**config.mk**
```make
export PLATFORM = sky130hd
export DESIGN_NAME = raster_irq_gen
export DESIGN_NICKNAME = d
export VERILOG_FILES = /design/src/rtl/rli_pkg.sv /design/src/rtl/rli_ctrl.sv /design/src/rtl/rli_datapath.sv /design/src/rtl/raster_irq_gen.sv
export SDC_FILE = /design/constraint.sdc
export NUM_CORES = 1
export LEC_CHECK = 0
export BUFFER_PORTS_ARGS = -buffer_cell sky130_fd_sc_hd__buf_2
export CAP_MARGIN = 15
export CORE_MARGIN = 2
export CORE_UTILIZATION = 50
export DETAILED_ROUTE_END_ITERATION = 10
export PLACE_DENSITY = 0.75
export SETUP_SLACK_MARGIN = 0.02
export SLEW_MARGIN = 20
export SYNTH_ARGS = -nofsm -noshare
export SYNTH_HDL_FRONTEND = slang
export SYNTH_SLANG_ARGS = --single-unit
```
**constraint.sdc**
```tcl
create_clock -name clk -period 2.9 [get_ports clk]
set_clock_uncertainty 0.15 [all_clocks]
set_input_delay 0.725 -clock clk [delete_from_list [all_inputs] [get_ports clk]]
set_output_delay 0.725 -clock clk [all_outputs]
set_load 0.005 [all_outputs]
```
**src/rtl/rli_pkg.sv**
```systemverilog
package rli_pkg;

  // Strobes issued by the control unit to the datapath every cycle
  typedef struct packed {
    logic reload;     // load counter from reload register
    logic decrement;  // count one visible line
    logic lineHit;    // counter expired: set line flag
    logic frameHit;   // vertical blank started: set frame flag
    logic clearAll;   // status port read: clear flags
  } ctrlStrobes_t;

endpackage

```
**src/rtl/rli_ctrl.sv**
```systemverilog
module rli_ctrl
  import rli_pkg::*;
(
  input  logic         lineEnd,
  input  logic         lineActive,
  input  logic         frameEnd,
  input  logic         statusRead,
  input  logic         cntZero,
  output ctrlStrobes_t strobes
);

  logic lineStep;
  logic expire;

  // A visible line end advances the counter; frame start overrides it
  assign lineStep = lineEnd & lineActive & ~frameEnd;
  assign expire   = lineStep & cntZero;

  always_comb begin
    strobes.reload    = frameEnd | expire;
    strobes.decrement = lineStep & ~cntZero;
    strobes.lineHit   = expire;
    strobes.frameHit  = frameEnd;
    strobes.clearAll  = statusRead;
  end

endmodule

```
**src/rtl/rli_datapath.sv**
```systemverilog
module rli_datapath
  import rli_pkg::*;
#(
  parameter int          REG_W     = 8,
  parameter logic [REG_W-1:0] RESET_VAL = '1,
  parameter int          STATUS_W  = 8
) (
  input  logic                clk,
  input  logic                rstN,
  input  ctrlStrobes_t        strobes,
  input  logic                lineRegWr,
  input  logic [REG_W-1:0]    lineRegData,
  input  logic                lineIrqEn,
  input  logic                frameIrqEn,
  input  logic                spriteOverflow,
  input  logic                spriteCollision,
  output logic                cntZero,
  output logic [STATUS_W-1:0] statusByte,
  output logic                irq
);

  localparam int FRAME_BIT = STATUS_W - 1;
  localparam int OVF_BIT   = STATUS_W - 2;
  localparam int COL_BIT   = STATUS_W - 3;

  logic [REG_W-1:0] reloadReg;
  logic [REG_W-1:0] lineCnt;
  logic             lineFlag;
  logic             frameFlag;
  logic             ovfFlag;
  logic             colFlag;

  always_ff @(posedge clk or negedge rstN) begin
    if (!rstN)           reloadReg <= RESET_VAL;
    else if (lineRegWr)  reloadReg <= lineRegData;
  end

  always_ff @(posedge clk or negedge rstN) begin
    if (!rstN)                  lineCnt <= RESET_VAL;
    else if (strobes.reload)    lineCnt <= reloadReg;
    else if (strobes.decrement) lineCnt <= lineCnt - 1'b1;
  end

  assign cntZero = (lineCnt == '0);

  // Sticky flags: a setting event wins over a same-cycle clear
  always_ff @(posedge clk or negedge rstN) begin
    if (!rstN) begin
      lineFlag  <= 1'b0;
      frameFlag <= 1'b0;
      ovfFlag   <= 1'b0;
      colFlag   <= 1'b0;
    end else begin
      lineFlag  <= strobes.lineHit  | (lineFlag  & ~strobes.clearAll);
      frameFlag <= strobes.frameHit | (frameFlag & ~strobes.clearAll);
      ovfFlag   <= spriteOverflow   | (ovfFlag   & ~strobes.clearAll);
      colFlag   <= spriteCollision  | (colFlag   & ~strobes.clearAll);
    end
  end

  always_comb begin
    statusByte            = '0;
    statusByte[FRAME_BIT] = frameFlag;
    statusByte[OVF_BIT]   = ovfFlag;
    statusByte[COL_BIT]   = colFlag;
  end

  assign irq = (lineFlag & lineIrqEn) | (frameFlag & frameIrqEn);

endmodule

```
**src/rtl/raster_irq_gen.sv**
```systemverilog
module raster_irq_gen
  import rli_pkg::*;
#(
  parameter int REG_W    = 8,
  parameter int STATUS_W = 8
) (
  input  logic                clk,
  input  logic                rstN,
  input  logic                lineEnd,
  input  logic                lineActive,
  input  logic                frameEnd,
  input  logic                lineRegWr,
  input  logic [REG_W-1:0]    lineRegData,
  input  logic                lineIrqEn,
  input  logic                frameIrqEn,
  input  logic                spriteOverflow,
  input  logic                spriteCollision,
  input  logic                statusRead,
  output logic [STATUS_W-1:0] statusByte,
  output logic                irq
);

  ctrlStrobes_t strobes;
  logic         cntZero;

  rli_ctrl u_ctrl (
    .lineEnd    (lineEnd),
    .lineActive (lineActive),
    .frameEnd   (frameEnd),
    .statusRead (statusRead),
    .cntZero    (cntZero),
    .strobes    (strobes)
  );

  rli_datapath #(
    .REG_W     (REG_W),
    .RESET_VAL ({REG_W{1'b1}}),
    .STATUS_W  (STATUS_W)
  ) u_dp (
    .clk             (clk),
    .rstN            (rstN),
    .strobes         (strobes),
    .lineRegWr       (lineRegWr),
    .lineRegData     (lineRegData),
    .lineIrqEn       (lineIrqEn),
    .frameIrqEn      (frameIrqEn),
    .spriteOverflow  (spriteOverflow),
    .spriteCollision (spriteCollision),
    .cntZero         (cntZero),
    .statusByte      (statusByte),
    .irq             (irq)
  );

endmodule

```
==> results_dict.tcl, run 1 <==
set metrics [dict create \
    status "completed" \
    grt_pass1_wl_mm 3.174 \
    layout-drive-gt1-share_pct 47.01 \
    portBuffers 22 \
    syn_inst 98 \
    ys_types 40 \
    grt_pass1_vias 735 \
    min_path_type "in2async" \
    synthArstFlopShare_pct 100.0 \
    drv_cap 0 \
    cp_data_arrival_time_ns 2.23 \
    synth_edf_count 0 \
    utilization_pct 60.62 \
    post_cts_resized 0 \
    power_density_mw_per_mm2 565.0 \
    start_util_pct 54.00 \
    drt-pass1-iter-count 4 \
    htreeDepth 1 \
    peakVddDrop_mv 0.3609 \
    slew_viol_final 0 \
    yosysTopAreaCell "dfstp_2" \
    core_area_sq_mm 0.002002 \
    antenna_found_initial 0 \
    dp_hpwl_mm 1.448 \
    grt_max_degree 21 \
    worstPathMaxFanout 6 \
    fin_crit_ns 2.136 \
    overflow 0 \
    tns_ns 0 \
    ant_nets 0 \
    clk_pin_slew_ns 0.12 \
    cts_hold_buf 0 \
    via_count 800 \
    track_usage_pct 16.58 \
    die_h_microns 50.50 \
    clockBufferDepth 2 \
    nets 139 \
    post_cts_buffers 0 \
    routabilityCongestion 0.9035 \
    synth_ff_type "dfstp_2" \
    root_buffer "clkbuf_4" \
    setup_ws_ns 0.7640 \
    routedWlPerCell_microns 13.08 \
    relSlewSlack_pct 64.72 \
    rsz0062_at_grt "false" \
    avgSynthCellArea_sq_um 11.03 \
    crit_slowest_cell "dfstp_2" \
    numCtsBuffers 3 \
    tightest_slew_ns 0.5293 \
    synthToLayoutAreaGrowth_pct 12.27 \
    max_stage_delay_ns 0.57 \
    critPathLaunchType "register" \
    setup_viol 0 \
    worstSetupEndpointType "register" \
    synthTopCellsByArea "dfstp_2 (39%), dfrtp_1 (9.3%), mux2_2 (8.3%)" \
    seq_area_frac_synth_pct 48.15 \
    synth-seq-cells 20 \
    die_w_microns 50.50 \
    power_uw 685.7 \
    insertion_delay_ns 0.30 \
    antenna_cells 0 \
    crit_chain "inv_1 -> ha_1 -> or3b_2 -> nor2_1 -> a21oi_1 -> mux2_2" \
    yosys_warnings 0 \
    yosysMostFrequentCell "dfstp_2" \
    leakagePower_nw 0.5130 \
    fin_crit_sh_pct 73.65 \
    route.detailed.drc 0 \
    cts_tree "built" \
    dpl_worst_slack_ns 0.7453 \
    netlist_area_sq_mm 0.001081 \
    routed_wl_mm 1.883 \
    hold_violations 0 \
    via_per_inst 5.556 \
    fp.dieArea_sq_mm 0.002550 \
    hold_slack_ns 0.1953 \
    num_rows 16 \
    cts.sinks 20 \
    path_class "reg2reg" \
    drtIter0Drc 7 \
    synth_top_area_share_pct 38.89 \
    critPathBufInv 1 \
    io_pins 28 \
    synthTopCellsByCount "dfstp_2 (16), buf_4 (8), mux2_2 (8), inv_1 (6), nand2_1 (5)" \
    cp.required_ns 3.00 \
    cp_top_family "flip-flops" \
    fmax_ghz 0.4682 \
]
## final cells by class
| class | count | area (sq um) |
|---|---|---|
| Sequential cell | 20 | 520.5 |
| Inverter | 6 | 22.52 |
| Fill cell | 190 | 788.3 |
| Clock inverter | 1 | 30.03 |
| Multi-Input combinational cell | 65 | 474.2 |
| Clock buffer | 3 | 22.52 |
| Tap cell | 27 | 33.78 |
| Timing Repair Buffer | 22 | 110.1 |
## routing by layer
layer	routed length (microns)	track usage (%)	up-vias
met2	881	27.85	27
li1	-	-	389
met4	8	7.207	0
met5	0	0	-
met3	120	2.381	2
met1	873	21.24	382
## worst paths after layout
kind                            startpoint         endpoint  cells past startpoint  slack, ns
setup reg to reg           u_dp.lineCnt[0]  u_dp.lineCnt[6]                      6       0.76
hold / removal                        rstN   u_dp.frameFlag                      1       0.20
setup / recovery           u_dp.lineCnt[0]  u_dp.lineCnt[6]                      6       0.76
max in group asynchronous             rstN  u_dp.lineCnt[7]                      1       2.06
min in group clk              u_dp.ovfFlag     u_dp.ovfFlag                      1       0.34
hold reg to reg               u_dp.ovfFlag     u_dp.ovfFlag                      1       0.34
## cells by family (layout without fill, tap and decap cells)
kind of cell	after synthesis	count (layout)	synth area share, %
buffers and inverters	17	32	9.375
xor gates and xnor gates	1	1	0.8103
other	1	5	0.3469
adders and majority gates	2	2	2.314
AOI/OAI and AO/OA	25	25	17.13
DFF	20	20	48.15
muxes	8	8	8.334
and+or+nand+nor	24	24	13.54
## per-stage QoR
step	area [sq um]	cells
floorplan	1096	102
global placement	1161	140
detailed placement	1161	140
CTS	1214	144
global route	1214	144
finish	1214	144
## state kept, by name, indices dropped and copies added (netlist names)
| register | cells |
|---|---|
| u_dp.lineFlag | 1 |
| u_dp.colFlag | 1 |
| u_dp.frameFlag | 1 |
| u_dp.reloadReg | 8 |
| u_dp.lineCnt | 8 |
| u_dp.ovfFlag | 1 |
## cell usage in the layout, fill, tap and decap left out, drive strengths merged, types with 4 or more instances in the layout
cell / synthesis / routed
a21oi: 4 / 4
inv: 6 / 6
nand2: 6 / 6
mux2: 8 / 8
buf: 9 / 22
dfstp: 16 / 16
dfrtp: 4 / 4
conb: 1 / 5
## where the power goes
| part | internal, mW | switching [mW] |
|---|---|---|
| sequential | 0.329 | 0.0257 |
| clock | 0.140 | 0.0862 |
| combinational | 0.0551 | 0.0503 |
| total | 0.523 | 0.162 |
(Power assumes the default switching activity.)
==> inputs of run 2 (changes only) <==
- clock period: 2.9 -> 2.2 ns (I/O delays scaled with it)
==> results_dict.tcl, run 2 (synthesized netlist as in run 1, its figures left out) <==
set metrics [dict create \
    root_buffer "clkbuf_4" \
    grt_pass1_wl_mm 3.795 \
    power.share.combinational_pct 15.7 \
    p_sw_share_pct 24.04 \
    track_usage_pct 19.78 \
    worstPathMaxFanout 4 \
    cp-startpoint "u_dp.lineCnt[0]" \
    route.detailed.drc 0 \
    routedWlPerCell_microns 14.35 \
    drv_cap 0 \
    fp.dieArea_sq_mm 0.002550 \
    path_class "reg2reg" \
    antenna_cells 0 \
    drt-pass1-iter-count 4 \
    cts_hold_buf 0 \
    fin_crit_ns 2.054 \
    via_count 828 \
    status "completed" \
    clockBufferDepth 2 \
    die_h_microns 50.50 \
    cp_data_arrival_time_ns 2.15 \
    post_cts_buffers 0 \
    grt_pass1_vias 841 \
    portBuffers 22 \
    routabilityCongestion 0.8773 \
    synthToLayoutAreaGrowth_pct 13.54 \
    peakVddDrop_mv 0.5279 \
    clkPwrFrac_pct 32.6 \
    htreeDepth 1 \
    insertion_delay_ns 0.30 \
    cts.sinks 20 \
    power_uw 910.1 \
    hold_violations 0 \
    min_path_type "in2async" \
    final_cell_mix "buf_2 (22), dfstp_2 (16), mux2_2 (8)" \
    ant_nets 0 \
    rsz0062_at_grt "false" \
    drtIter0Drc 18 \
    core_area_sq_mm 0.002002 \
    final_common_cell "buf_2" \
    reg_top3 "u_dp.lineCnt x8, u_dp.reloadReg x8" \
    ff2ff_setup_slack_ns 0.15 \
    cts_tree "built" \
    hold_slack_ns 0.01260 \
    dp_hpwl_mm 1.576 \
    tightest_slew_ns 0.6258 \
    antenna_found_initial 0 \
    routed_wl_mm 2.081 \
    layout-drive-gt1-share_pct 49.15 \
    relSlewSlack_pct 57.89 \
    setup_viol 0 \
    numCtsBuffers 3 \
    p_int_uw 691.4 \
    leakagePower_nw 0.5175 \
    grt_max_degree 21 \
    power_frac_seq_pct 51.6 \
    post_cts_resized 0 \
    power_density_mw_per_mm2 741.5 \
    die_w_microns 50.50 \
    p_switching_uw 218.7 \
    clk_pin_slew_ns 0.12 \
    critPathLaunchType "register" \
    nets 140 \
    rr_worst_depth 6 \
    start_util_pct 54.00 \
    r2r-start "u_dp.lineCnt[0]" \
    tns_ns 0 \
    fin_crit_sh_pct 93.38 \
    slew_viol_final 0 \
    io_pins 28 \
    r2r_end "u_dp.lineCnt[6]" \
    worstSetupEndpointType "register" \
    num_rows 16 \
    fmax_ghz 0.4868 \
    cp.required_ns 2.30 \
    overflow 0 \
    via_per_inst 5.710 \
    endpoint "u_dp.lineCnt[6]" \
]
## run 2: cell types whose count changed in the layout (fill, tap and decap cells not counted), sizes merged
cell,before,now
buf,22,23
## run 2: cell type report
class	count	area, sq um
Timing Repair Buffer	23	117.6
Clock buffer	3	22.52
Sequential cell	20	520.5
Tap cell	27	33.78
Fill cell	167	774.5
Clock inverter	1	30.03
Inverter	6	22.52
Multi-Input combinational cell	65	480.5
## run 2: metrics by stage
step                      utilization, %  area, sq um  instances  setup WS (ns)
after floorplan                        -         1096        102         0.2848
after global placement             58.38         1169        141         0.1646
after detailed placement           58.38         1169        141         0.1309
after CTS                          61.00         1221        145         0.1173
after global routing               61.31         1227        145        0.03635
final                              61.31         1227        145         0.1456
## run 2: worst min path at each step
stage	end	slack (ns)	cells after the start
2_1_floorplan	u_dp.colFlag	0.10	0
3_3_place_gp	u_dp.colFlag	0.31	1
3_5_place_dp	u_dp.ovfFlag	0.31	1
4_1_cts	u_dp.colFlag	0.02	1
5_1_grt	u_dp.colFlag	0.03	1
6_report	u_dp.colFlag	0.01	1
## run 2: layer usage
| layer | vias to the layer above | GRT usage [%] | routed length [microns] |
|---|---|---|---|
| met2 | 44 | 30.92 | 991 |
| met3 | 3 | 4.464 | 137 |
| met5 | - | 0 | 0 |
| li1 | 387 | - | - |
| met4 | 0 | 9.009 | 21 |
| met1 | 394 | 26.16 | 930 |
## run 2: power by group through the flow
| stage | Combinational (mW) | Clock [mW] | Sequential [mW] |
|---|---|---|---|
| final | 0.143 | 0.297 | 0.470 |
| after global routing | 0.161 | 0.319 | 0.476 |
| after CTS | 0.143 | 0.306 | 0.469 |
| after detailed placement | 0.143 | 0 | 0.474 |
| after global placement | 0.137 | 0 | 0.470 |
| after floorplan | 0.110 | 0 | 0.462 |
## run 2: worst max-delay path: stages (launching register included)
cell and delay (ns):
dfstp_2 0.40, inv_1 0.10, ha_1 0.20, or3b_2 0.48, nor4_1 0.28, xor2_1 0.11, mux2_2 0.28
==> inputs of run 3 (changes only) <==
- PLACE_DENSITY: 0.75 -> 0.76
- SYNTH_HIERARCHICAL: default -> 1
==> results_dict.tcl, run 3 <==
set metrics [dict create \
    p_int_uw 722.0 \
    portBuffers 22 \
    via_per_inst 5.106 \
    leakagePower_nw 0.6404 \
    htreeDepth 1 \
    clk_pin_slew_ns 0.11 \
    slew_viol_final 0 \
    grt_pass1_wl_mm 3.519 \
    synthArstFlopShare_pct 100.0 \
    status "finished, violations left" \
    synth_xor_area_share_pct 1.693 \
    synthToLayoutAreaGrowth_pct 34.58 \
    crit_slowest_cell "or4_4" \
    cts_tree "built" \
    seq_area_frac_synth_pct 50.30 \
    dp_hpwl_mm 1.504 \
    rsz0062_at_grt "true" \
    cp.required_ns 2.28 \
    synth_top_family_by_area "simple AND/OR/NAND/NOR gates" \
    synth_mux_area_share_pct 8.706 \
    setup_viol 7 \
    clkPwrFrac_pct 31.3 \
    p_sw_share_pct 23.63 \
    yosys_warnings 6 \
    ys_types 26 \
    dpl_worst_slack_ns -0.2201 \
    final_cells 161 \
    max_stage_delay_ns 0.56 \
    route.detailed.drc 0 \
    setup_ws_ns -0.2543 \
    synth_edf_count 0 \
    peakVddDrop_mv 0.5851 \
    drv_cap 0 \
    crit_chain "or4_4 -> nor4b_4 -> and4bb_2 -> buf_4 -> buf_6 -> buf_4 -> nor4b_4 -> xnor2_1 -> o21ai_1" \
    grt_pass1_vias 819 \
    critPathBufInv 3 \
    root_buffer "clkbuf_4" \
    reg_top3 "u_dp/lineCnt x8, u_dp/reloadReg x8" \
    routabilityCongestion 0.7102 \
    yosysTopAreaCell "dfstp_2" \
    cts.sinks 20 \
    cp_data_arrival_time_ns 2.54 \
    antenna_found_initial 0 \
    syn_inst 93 \
    hold_violations 0 \
    ant_nets 0 \
    ff2ff_setup_slack_ns -0.25 \
    synth-seq-cells 20 \
    antenna_cells 0 \
    power_frac_seq_pct 48.3 \
    numCtsBuffers 3 \
    routed_wl_mm 2.153 \
    nets 156 \
    synth-compound-area-share_pct 11.00 \
    clockBufferDepth 2 \
    core_area_sq_mm 0.001962 \
    overflow 0 \
    min_path_type "in2async" \
    p_switching_uw 223.5 \
    placed_cells_incl_taps 147 \
    num_rows 16 \
    insertion_delay_ns 0.30 \
    path_class "reg2reg" \
    hold_slack_ns 0.01654 \
    power_density_mw_per_mm2 678.9 \
    worstSetupEndpointType "register" \
    n_fill_cell 159 \
    final_cell_mix "buf_2 (22), buf_4 (22), dfstp_2 (16)" \
    grt_max_degree 21 \
    worstPathMaxFanout 4 \
    via_count 822 \
    critPathLaunchType "register" \
    yosysMostFrequentCell "dfstp_2" \
    fin_crit_sh_pct 111.6 \
    fmax_ghz 0.4075 \
    die_w_microns 49.49 \
    drtIter0Drc 11 \
    avgSynthCellArea_sq_um 11.13 \
    power.share.combinational_pct 20.4 \
    synthTopCellsByCount "dfstp_2 (16), buf_4 (11), nand2_1 (9), mux2_2 (8), o21ai_0 (5)" \
    start_util_pct 52.74 \
    layout-drive-gt1-share_pct 63.43 \
    fp.dieArea_sq_mm 0.002449 \
    drt-pass1-iter-count 4 \
    fin_crit_ns 2.454 \
    netlist_area_sq_mm 0.001035 \
    io_pins 28 \
    yosys.area_share.simple_pct 15.36 \
    synthTopCellsByArea "dfstp_2 (41%), dfrtp_1 (9.7%), mux2_2 (8.7%)" \
    cp_top_family "simple AND/OR/NAND/NOR gates" \
    synth_ff_type "dfstp_2" \
    die_h_microns 49.49 \
    violations "negative setup slack" \
    synth_top_area_share_pct 40.63 \
    track_usage_pct 18.66 \
    routedWlPerCell_microns 13.37 \
    synth_fa_ha_area_share_pct 2.418 \
]
[run 3: changes by cell type after synthesis, sizes merged, moves of 3 or more]
| cell | before | now |
|---|---|---|
| a211oi | 3 | 0 |
| a21oi | 4 | 0 |
| nand2 | 6 | 9 |
| o21ai | 1 | 5 |
| or4 | 1 | 4 |
[run 3: cells by family after synthesis]
logic type | Yosys count
multiplexers | 8
AO/OA/AOI/OAI | 17
adder cells (fa/ha/maj) | 2
buffers and inverters | 17
AND/OR/NAND/NOR | 26
other | 1
flip-flops | 20
XOR/XNOR | 2
[run 3: stage by stage]
step	total power, mW	area [sq um]	TNS, ns	util, %
after floorplan	0.5532	1067	-0.5347	-
after global placement	0.6161	1226	-0.4657	62.50
after detailed placement	0.6253	1226	-0.7347	62.50
after CTS	0.9387	1331	-0.9991	67.86
after global routing	0.9978	1393	-1.813	70.98
final	0.9454	1393	-1.281	70.98
[run 3: what timing repair did]
action / CTS / global route
resized for setup: 8 / 6
endpoints found under the hold margin: 0 / 0
setup endpoints to repair: 6 / 8
pin swaps: 7 / 7
hold buffers: 0 / 0
setup buffers: 5 / 7
[run 3: final cells by class]
class	count	area [sq um]	area share (%)
clock buffers	3	22.52	1.617
multi-input cells	60	473.0	33.96
flip-flops and latches	20	520.5	37.38
clock inverters	1	30.03	2.156
well taps	27	33.78	2.426
inverters	4	15.01	1.078
repair buffers	46	297.8	21.38
[run 3: routing by layer]
metal / up-vias / part of all wire, % / wire length, microns / GRT usage [%]
met5: - / 0 / 0 / 0
met4: 0 / 0 / 0 / 5.556
met3: 0 / 7.0 / 151 / 3.030
met2: 35 / 52 / 1129 / 35.36
met1: 389 / 41 / 872 / 21.36
li1: 398 / - / - / -
[run 3: path summary, 6_finish.rpt]
check | to | cells past startpoint | start
min in group clk | u_dp/ovfFlag | 2 | spriteOverflow
max in group asynchronous | u_dp/reloadReg[3] | 1 | rstN
min reg2reg | u_dp/lineCnt[0] | 2 | u_dp/reloadReg[0]
min | u_dp/lineFlag | 1 | rstN
max reg2reg | u_dp/lineCnt[3] | 9 | u_dp/lineCnt[6]
max | u_dp/lineCnt[3] | 9 | u_dp/lineCnt[6]
[run 3: power by group through the flow]
stage	clock, mW	sequential [mW]	combinational, mW
global placement	0	0.458	0.158
global route	0.322	0.463	0.212
CTS	0.303	0.457	0.179
floorplan	0	0.463	0.0903
finish	0.296	0.457	0.193
detailed placement	0	0.462	0.163
[run 3: worst register-to-register path: cells and delay by family (launching register included)]
family,cells,cell delay [ns]
DFF,1,0.39
AOI/OAI and AO/OA,1,0.15
buffers and inverters,3,0.39
and+or+nand+nor,4,1.20
xor gates and xnor gates,1,0.12
